File: src/rtl/kwdt_pkg.sv
package kwdt_pkg;

  localparam logic [7:0] KEY_KICK    = 8'hA5;
  localparam logic [7:0] KEY_OFF_1ST = 8'hDE;
  localparam logic [7:0] KEY_OFF_2ND = 8'hAD;
  localparam logic [7:0] KEY_LOCK    = 8'hFF;

  typedef enum logic [2:0] {
    EV_NONE,
    EV_KICK,
    EV_ARM,
    EV_CONFIRM,
    EV_LOCK,
    EV_SETIV,
    EV_JUNK
  } wr_ev_e;

  // Number of ticks in one timeout period: 4^(iv+base).
  function automatic logic [63:0] term_ticks(input int unsigned iv,
                                             input int unsigned base);
    return 64'd1 << (2 * (iv + base));
  endfunction

  // Counter width able to hold the largest terminal value.
  function automatic int unsigned count_width(input int unsigned ivw,
                                              input int unsigned base);
    return 2 * (((1 << ivw) - 1) + base) + 1;
  endfunction

endpackage

File: src/rtl/kwdt_decode.sv
module kwdt_decode
  import kwdt_pkg::*;
(
  input  logic       wr_en,
  input  logic [7:0] wr_data,
  output wr_ev_e     ev
);

  always_comb begin
    ev = EV_NONE;
    if (wr_en) begin
      if (!wr_data[7])                  ev = EV_SETIV;
      else if (wr_data == KEY_KICK)     ev = EV_KICK;
      else if (wr_data == KEY_OFF_1ST)  ev = EV_ARM;
      else if (wr_data == KEY_OFF_2ND)  ev = EV_CONFIRM;
      else if (wr_data == KEY_LOCK)     ev = EV_LOCK;
      else                              ev = EV_JUNK;
    end
  end

endmodule

File: src/rtl/kwdt_ctrl.sv
module kwdt_ctrl
  import kwdt_pkg::*;
#(
  parameter int unsigned IVW = 3,
  parameter int unsigned WIN = 4
) (
  input  logic           clk,
  input  logic           rst_n,
  input  wr_ev_e         ev,
  input  logic [IVW-1:0] iv_in,
  output logic           en,
  output logic           locked,
  output logic [IVW-1:0] iv,
  output logic           restart
);

  localparam int unsigned PW = $clog2(WIN + 1);

  logic [PW-1:0] pend;
  logic          armed;
  logic          arm_ok;
  logic          off_fire;

  assign armed    = (pend != '0);
  assign arm_ok   = (ev == EV_ARM) && !locked;
  assign off_fire = (ev == EV_CONFIRM) && armed;
  assign restart  = (ev == EV_KICK);

  // Window for the second half of the turn-off sequence.
  always_ff @(posedge clk or negedge rst_n) begin
    if (!rst_n)                pend <= '0;
    else if (arm_ok)           pend <= PW'(WIN);
    else if (ev != EV_NONE)    pend <= '0;
    else if (armed)            pend <= pend - 1'b1;
  end

  always_ff @(posedge clk or negedge rst_n) begin
    if (!rst_n)                en <= 1'b1;
    else if (off_fire)         en <= 1'b0;
    else if (ev == EV_KICK)    en <= 1'b1;
  end

  always_ff @(posedge clk or negedge rst_n) begin
    if (!rst_n)                locked <= 1'b0;
    else if (ev == EV_LOCK)    locked <= 1'b1;
  end

  always_ff @(posedge clk or negedge rst_n) begin
    if (!rst_n)                iv <= '1;
    else if (ev == EV_SETIV)   iv <= iv_in;
  end

  a_r1_kick_enables: assert property (@(posedge clk) disable iff (!rst_n)
    (ev == EV_KICK) |=> en);
  a_r2_off_in_window: assert property (@(posedge clk) disable iff (!rst_n)
    $fell(en) |-> $past(pend != '0));
  a_r2_window_bound: assert property (@(posedge clk) disable iff (!rst_n)
    pend <= PW'(WIN));
  a_r4_lock_sticky: assert property (@(posedge clk) disable iff (!rst_n)
    locked |=> locked);
  a_r4_locked_stays_on: assert property (@(posedge clk) disable iff (!rst_n)
    (locked && en) |=> en);
  a_r5_lock_no_enable: assert property (@(posedge clk) disable iff (!rst_n)
    ((ev == EV_LOCK) && !en) |=> !en);

endmodule

File: src/rtl/kwdt_count.sv
module kwdt_count
  import kwdt_pkg::*;
#(
  parameter int unsigned IVW  = 3,
  parameter int unsigned BASE = 3,
  parameter int unsigned CW   = 21
) (
  input  logic           clk,
  input  logic           rst_n,
  input  logic           tick,
  input  logic           en,
  input  logic           restart,
  input  logic [IVW-1:0] iv,
  output logic [CW-1:0]  cnt,
  output logic           rst_req
);

  logic [CW-1:0] term;
  logic [CW-1:0] cnt_inc;
  logic          fire;

  assign term    = CW'(term_ticks(32'(iv), BASE));
  assign cnt_inc = cnt + 1'b1;
  assign fire    = en && tick && !restart && (cnt_inc >= term);

  always_ff @(posedge clk or negedge rst_n) begin
    if (!rst_n)                cnt <= '0;
    else if (restart || !en)   cnt <= '0;
    else if (tick)             cnt <= fire ? '0 : cnt_inc;
  end

  always_ff @(posedge clk or negedge rst_n) begin
    if (!rst_n) rst_req <= 1'b0;
    else        rst_req <= fire;
  end

  a_r11_single_pulse: assert property (@(posedge clk) disable iff (!rst_n)
    rst_req |=> !rst_req);
  a_r12_idle_zero: assert property (@(posedge clk) disable iff (!rst_n)
    !en |=> (cnt == '0 && !rst_req));
  a_r1_restart_clears: assert property (@(posedge clk) disable iff (!rst_n)
    restart |=> (cnt == '0 && !rst_req));
  a_r6_fire_on_tick: assert property (@(posedge clk) disable iff (!rst_n)
    rst_req |-> $past(tick && en));
  a_r13_over_fires: assert property (@(posedge clk) disable iff (!rst_n)
    (en && tick && !restart && cnt >= term) |=> rst_req);

endmodule

File: src/rtl/key_watchdog.sv
module key_watchdog
  import kwdt_pkg::*;
#(
  parameter int unsigned IVW  = 3,
  parameter int unsigned WIN  = 4,
  parameter int unsigned BASE = 3
) (
  input  logic       clk,
  input  logic       rst_n,
  input  logic       tick,
  input  logic       wr_en,
  input  logic [7:0] wr_data,
  output logic [7:0] rd_data,
  output logic       rst_req
);

  localparam int unsigned CW = count_width(IVW, BASE);

  wr_ev_e         ev;
  logic           en;
  logic           locked;
  logic [IVW-1:0] iv;
  logic           restart;
  logic [CW-1:0]  cnt;

  kwdt_decode u_dec (
    .wr_en   (wr_en),
    .wr_data (wr_data),
    .ev      (ev)
  );

  kwdt_ctrl #(.IVW(IVW), .WIN(WIN)) u_ctrl (
    .clk     (clk),
    .rst_n   (rst_n),
    .ev      (ev),
    .iv_in   (wr_data[IVW-1:0]),
    .en      (en),
    .locked  (locked),
    .iv      (iv),
    .restart (restart)
  );

  kwdt_count #(.IVW(IVW), .BASE(BASE), .CW(CW)) u_cnt (
    .clk     (clk),
    .rst_n   (rst_n),
    .tick    (tick),
    .en      (en),
    .restart (restart),
    .iv      (iv),
    .cnt     (cnt),
    .rst_req (rst_req)
  );

  assign rd_data = 8'(iv);

  a_r8_read_upper_zero: assert property (@(posedge clk) disable iff (!rst_n)
    rd_data[7:IVW] == '0);

endmodule

File: config.mk
export PLATFORM = sky130hd
export DESIGN_NAME = key_watchdog
export DESIGN_NICKNAME = d
export VERILOG_FILES = /design/src/rtl/kwdt_pkg.sv /design/src/rtl/kwdt_decode.sv /design/src/rtl/kwdt_ctrl.sv /design/src/rtl/kwdt_count.sv /design/src/rtl/key_watchdog.sv
export SDC_FILE = /design/constraint.sdc
export NUM_CORES = 1
export LEC_CHECK = 0
export CAP_MARGIN = 25
export CORE_MARGIN = 1
export CORE_UTILIZATION = 30
export CTS_BUF_LIST = sky130_fd_sc_hd__clkbuf_16
export DETAILED_ROUTE_END_ITERATION = 12
export DONT_BUFFER_PORTS = 1
export PLACE_DENSITY = 0.46
export SLEW_MARGIN = 10
export SYNTH_ARGS = -nofsm -noshare
export SYNTH_HDL_FRONTEND = slang
export SYNTH_HIERARCHICAL = 1
export SYNTH_SLANG_ARGS = --single-unit
File: constraint.sdc
create_clock -name clk -period 4 [get_ports clk]
set_input_delay 0.8 -clock clk [delete_from_list [all_inputs] [get_ports clk]]
set_output_delay 0.8 -clock clk [all_outputs]
set_load 0.05 [all_outputs]
* After elaboration in Yosys (flattened, before gate mapping)
Cells that the tools add are included. Widths: inputs -> output; s select.
Storage, ports and cells: word-level logic and storage cells 48, bits in registers 30
Operators by class: add/sub/neg operators 3, magnitude comparators 1, equal/unequal tests 9, shift operators 1, muxes and demuxes 14, reductions and logical operators 14
Operators by type and width (count):
- $mux 21 | 3
- $eq 8x8->1 const B | 4
- $shl 1x32->21 const A | 1
- $mux 3 | 8
- $add 21x1->21 const B | 1
- $ge 21x21->1 | 1
- $reduce_bool 3->1 | 3
- $eq 3x2->1 const B | 2
- $eq 3x3->1 const B | 2
- $logic_and 1x1->1 | 5
- $add 3x2->4 const B | 1
- $reduce_bool 2->1 | 2
- $eq 3x1->1 const B | 1
- $logic_not 1->1 | 3
- $sub 3x1->3 const B | 1
- $mux 1 | 2
- $mux 2 | 1
- $logic_or 1x1->1 | 1

* Longest topological paths before layout
word-level depth 14, gate-level depth with buffers 17, depth with buffers taken out 15

* By module
Netlist, hierarchy kept.
By module, submodules not included:
- kwdt_count | cells an instance 234, instances 1, area an instance 2038.2 um^2
- kwdt_ctrl | cells an instance 31, instances 1, area an instance 387.9 um^2
- kwdt_decode | cells an instance 11, instances 1, area an instance 80.1 um^2
- key_watchdog | cells an instance 6, instances 1, area an instance 41.3 um^2

* Least setup slack after synthesis
Ideal clock, no wire load.
path type register -> register, start register u_cnt.cnt[0], end register u_cnt.cnt[13], period minus slack after synthesis 3325 ps, required time 3879 ps, stages on the path, launching flop included 17, arrival time 3204 ps, path slack 675 ps, cells stage by stage dfrtp_1 > ha_1 > nand2_1 > nor3_1 > and3_1 > clkbuf_1 > nand3_1 > xnor2_1 > ha_1 > nand2_1 > nor3_1 > a2bb2oi_2 > nor4b_4 > o2111ai_4 > and2_4 > buf_6 > a22o_1
Between the ends: cells in the longest elaborated chain, start to end 6
RTL lines:
- start: declaration | RTL line kwdt_count.sv:14 | output logic [CW-1:0] cnt,
- start signal: assignment | RTL line kwdt_count.sv:29 | else if (tick) cnt <= fire ? '0 : cnt_inc;
- $add 21x1->21 * | RTL line kwdt_count.sv:23 | assign cnt_inc = cnt + 1'b1;
- $ge 21x21->1 | RTL line kwdt_count.sv:24 | assign fire = en && tick && !restart && (cnt_inc >= term);
- $logic_and 1x1->1 | RTL line kwdt_count.sv:24
- $mux 21 * (2 in series) | RTL line kwdt_count.sv:29
- $mux 21 * | RTL line kwdt_count.sv:28 | else if (restart || !en) cnt <= '0;
Mark *: on every way between the ends. The rest lies on a longest branch, timed or not. The select of a mux whose other input is x is not followed. A chain may end at the register's enable or synchronous reset.

* Worst setup path in the final report
start register u_cnt.cnt[1], end register u_cnt.cnt[20]
Same word-level chain as after synthesis.

==> impl_metrics.yaml <==
routing:
  drt_drc_violations_left: 0
  wl_mm: 6.148
  drtIter0Drc: 137
  routed_via_density: 5.439
  dr.pass1.iters: 4
  detail-route-antenna-nets: 0
  vias: 2105
  wl_per_cell_um: 15.89
grt:
  grt_pass1_wl_mm: 10.09
  grt_usage_pct: 14.78
  grt_max_degree: 31
  grt-ovfl-total: 0
  antenna_found_initial: 0
  grt_pass1_vias: 1978
critical_path:
  cp-end-kind: "flop"
  cp.arrival_ps: 3770
  crit_type: "reg2reg"
  cp_max_fo: 12
  start_kind: "flop"
  r2r_cells: 15
  crit-reg2reg-launch: "u_cnt/cnt[1]"
  cp.required_ps: 4150
  r2r_end: "u_cnt/cnt[20]"
  rrSetupSlack_ps: 390
placement:
  dp_hpwl_mm: 4.476
  place_congestion: 0.8133
  io_buffers: 0
layout:
  final_cell_mix: "25 x dfrtp_1, 21 x nand2_1, 20 x nand3_1"
  final_nets: 307
  diodes: 0
  area_growth_pct: 8.988
  drive_gt1_share_pct: 17.02
  layout_commonest_cell: "dfrtp_1"
clock_tree:
  htree_levels: 2
  cts_tree: "yes"
  clk_path_buf_depth: 2
  path_clk_slew_ps: 50
  cts_root_buf: "clkbuf_16"
  cts_setup_buffers: 0
  numCtsBuffers: 5
  clk_latency_ps: 270
  clock_sinks: 30
synth:
  synth_top_area_share_pct: 25.54
  async_flop_share_pct: 100.0
  ys_ff_latch: 30
  synth_warnings: 6
  synth_largest_area_cell: "dfrtp_1"
  seq_area_frac_synth_pct: 29.67
  synth.area.top_cells: "dfrtp_1 26%, ha_1 6.9%, dfstp_2 4.1%"
  synth_cell_types: 73
  postSynthCellCount: 282
  synth.cell_area_um2: 2547
  avgSynthCellArea_um2: 9.033
  synth_edf_count: 0
  synthFlopType: "dfrtp_1"
run_status:
  outcome: "finished clean"
run:
  drv_cap: 0
power:
  p_leak_nw: 1.123
  p_per_area_nw_per_um2: 379.1
  ir_drop_uv: 140.5
  p_total_mw: 1.053
timing:
  timing.final.crit_period_ps: 3615
  maxSlewHeadroom_pct: 52.71
  worstMarginPinSlew_ps: 703.1
  finClkSkew_ps: 5.083
  setup_tns_ps: 0
  fmax_ghz: 0.2766
  setup_viol_count_final: 0
  hold_viol_final: 0
  min_period_over_period_pct: 90.37
  rsz0062_at_grt: "false"
  final_max_slew_viol_count: 0
hold_path:
  hp-class: "in2async"
die:
  core_area_um2: 8217
  die_w_um: 94.15
  die_area_um2: 8864
  die-height_um: 94.15
  rows: 33
  num_io_pins: 21
  start_util_pct: 31.00
-- final cells by class --
type / instances / area (um2)
clock buffer: 5 / 125.1
clock inverter: 3 / 11.26
tap: 105 / 131.4
multi-input combinational: 220 / 1624
fill: 827 / 5440
sequential: 30 / 757.0
timing repair buffer: 10 / 75.07
inverter: 14 / 52.55
-- sequential cells by signal, summed over array words and instances (netlist names) --
signal / flops
u_ctrl/en: 1
u_ctrl/iv: 3
u_ctrl/pend: 3
u_cnt/cnt: 21
u_cnt/rst_req: 1
u_ctrl/locked: 1
-- worst max-delay path by stage --
stage            startpoint       endpoint  slack, ps
6_report       u_cnt/cnt[1]  u_cnt/cnt[20]        390
5_1_grt        u_cnt/cnt[0]  u_cnt/cnt[20]         30
4_1_cts        u_cnt/cnt[0]  u_cnt/cnt[20]        250
3_5_place_dp   u_cnt/cnt[0]  u_cnt/cnt[20]        270
3_3_place_gp   u_cnt/cnt[0]  u_cnt/cnt[20]        400
2_1_floorplan  u_cnt/cnt[0]  u_cnt/cnt[13]        670
-- layer usage --
layer / up-vias / GRT usage [%] / wire [um]
met4: 0 / 4.359 / 30
met1: 1025 / 20.81 / 3062
met5: - / 0 / 0
met2: 43 / 23.19 / 2824
li1: 1035 / - / -
met3: 2 / 2.104 / 230
-- cell usage after synthesis, drive strengths merged (3+ instances only) --
master	instances
dfrtp	26
nand2	22
nand3	20
buf	17
nor2	16
ha	14
inv	14
a31oi	12
a22o	10
xnor2	10
nor3	8
nand3b	7
nand4	7
o21ai	7
clkbuf	6
xor2	6
and4	5
o22ai	5
and3	4
dfstp	4
a211oi	3
conb	3
mux2	3
mux2i	3
nor4	3
o211ai	3
o31ai	3
or3	3
or3b	3
-- logic make-up after synthesis --
group	Yosys count	share of synthesized area (%)
AND/OR/NAND/NOR	110	26.03
other	3	0.4420
buffers and inverters	37	7.563
multiplexers	6	2.505
XOR/XNOR	16	5.501
flip-flops	30	29.67
adder cells (fa/ha/maj)	14	6.876
AO/OA/AOI/OAI	66	21.41
-- critical path, stage by stage (launching register included) --
cell and delay (ps):
dfrtp_1 420, ha_1 260, nand2_1 120, nor3_1 230, and3_2 300, nand3_1 100, xnor2_1 160, ha_1 320
nand2_1 90, nor3_1 190, a2bb2oi_2 120, nor4b_4 350, o2111ai_4 250, buf_4 260, a32oi_1 220, o41ai_2 100
-- power by group --
part	leakage [nW]	total [mW]	internal [mW]	switching, mW
sequential	0.396	0.398	0.339	0.0596
combinational	0.661	0.297	0.120	0.177
clock	0.0663	0.357	0.224	0.133
-- per-stage QoR --
| stage | setup WS [ps] | cells | hold WS (ps) | utilization, % | area, um2 |
|---|---|---|---|---|---|
| floorplan | 674.8 | 287 | 451.2 | - | 2566 |
| global placement | 402.0 | 379 | 467.0 | 32.10 | 2638 |
| detailed placement | 266.2 | 379 | 470.9 | 32.10 | 2638 |
| CTS | 248.5 | 387 | 208.9 | 33.76 | 2774 |
| global route | 30.17 | 387 | 208.4 | 33.79 | 2776 |
| finish | 385.1 | 387 | 218.5 | 33.79 | 2776 |
-- timing repair --
item | CTS | global route
hold buffers | 0 | 0
setup endpoints to repair | 0 | 1
resized for setup | 0 | 2
No activity file was read; power rests on OpenSTA's default activity.
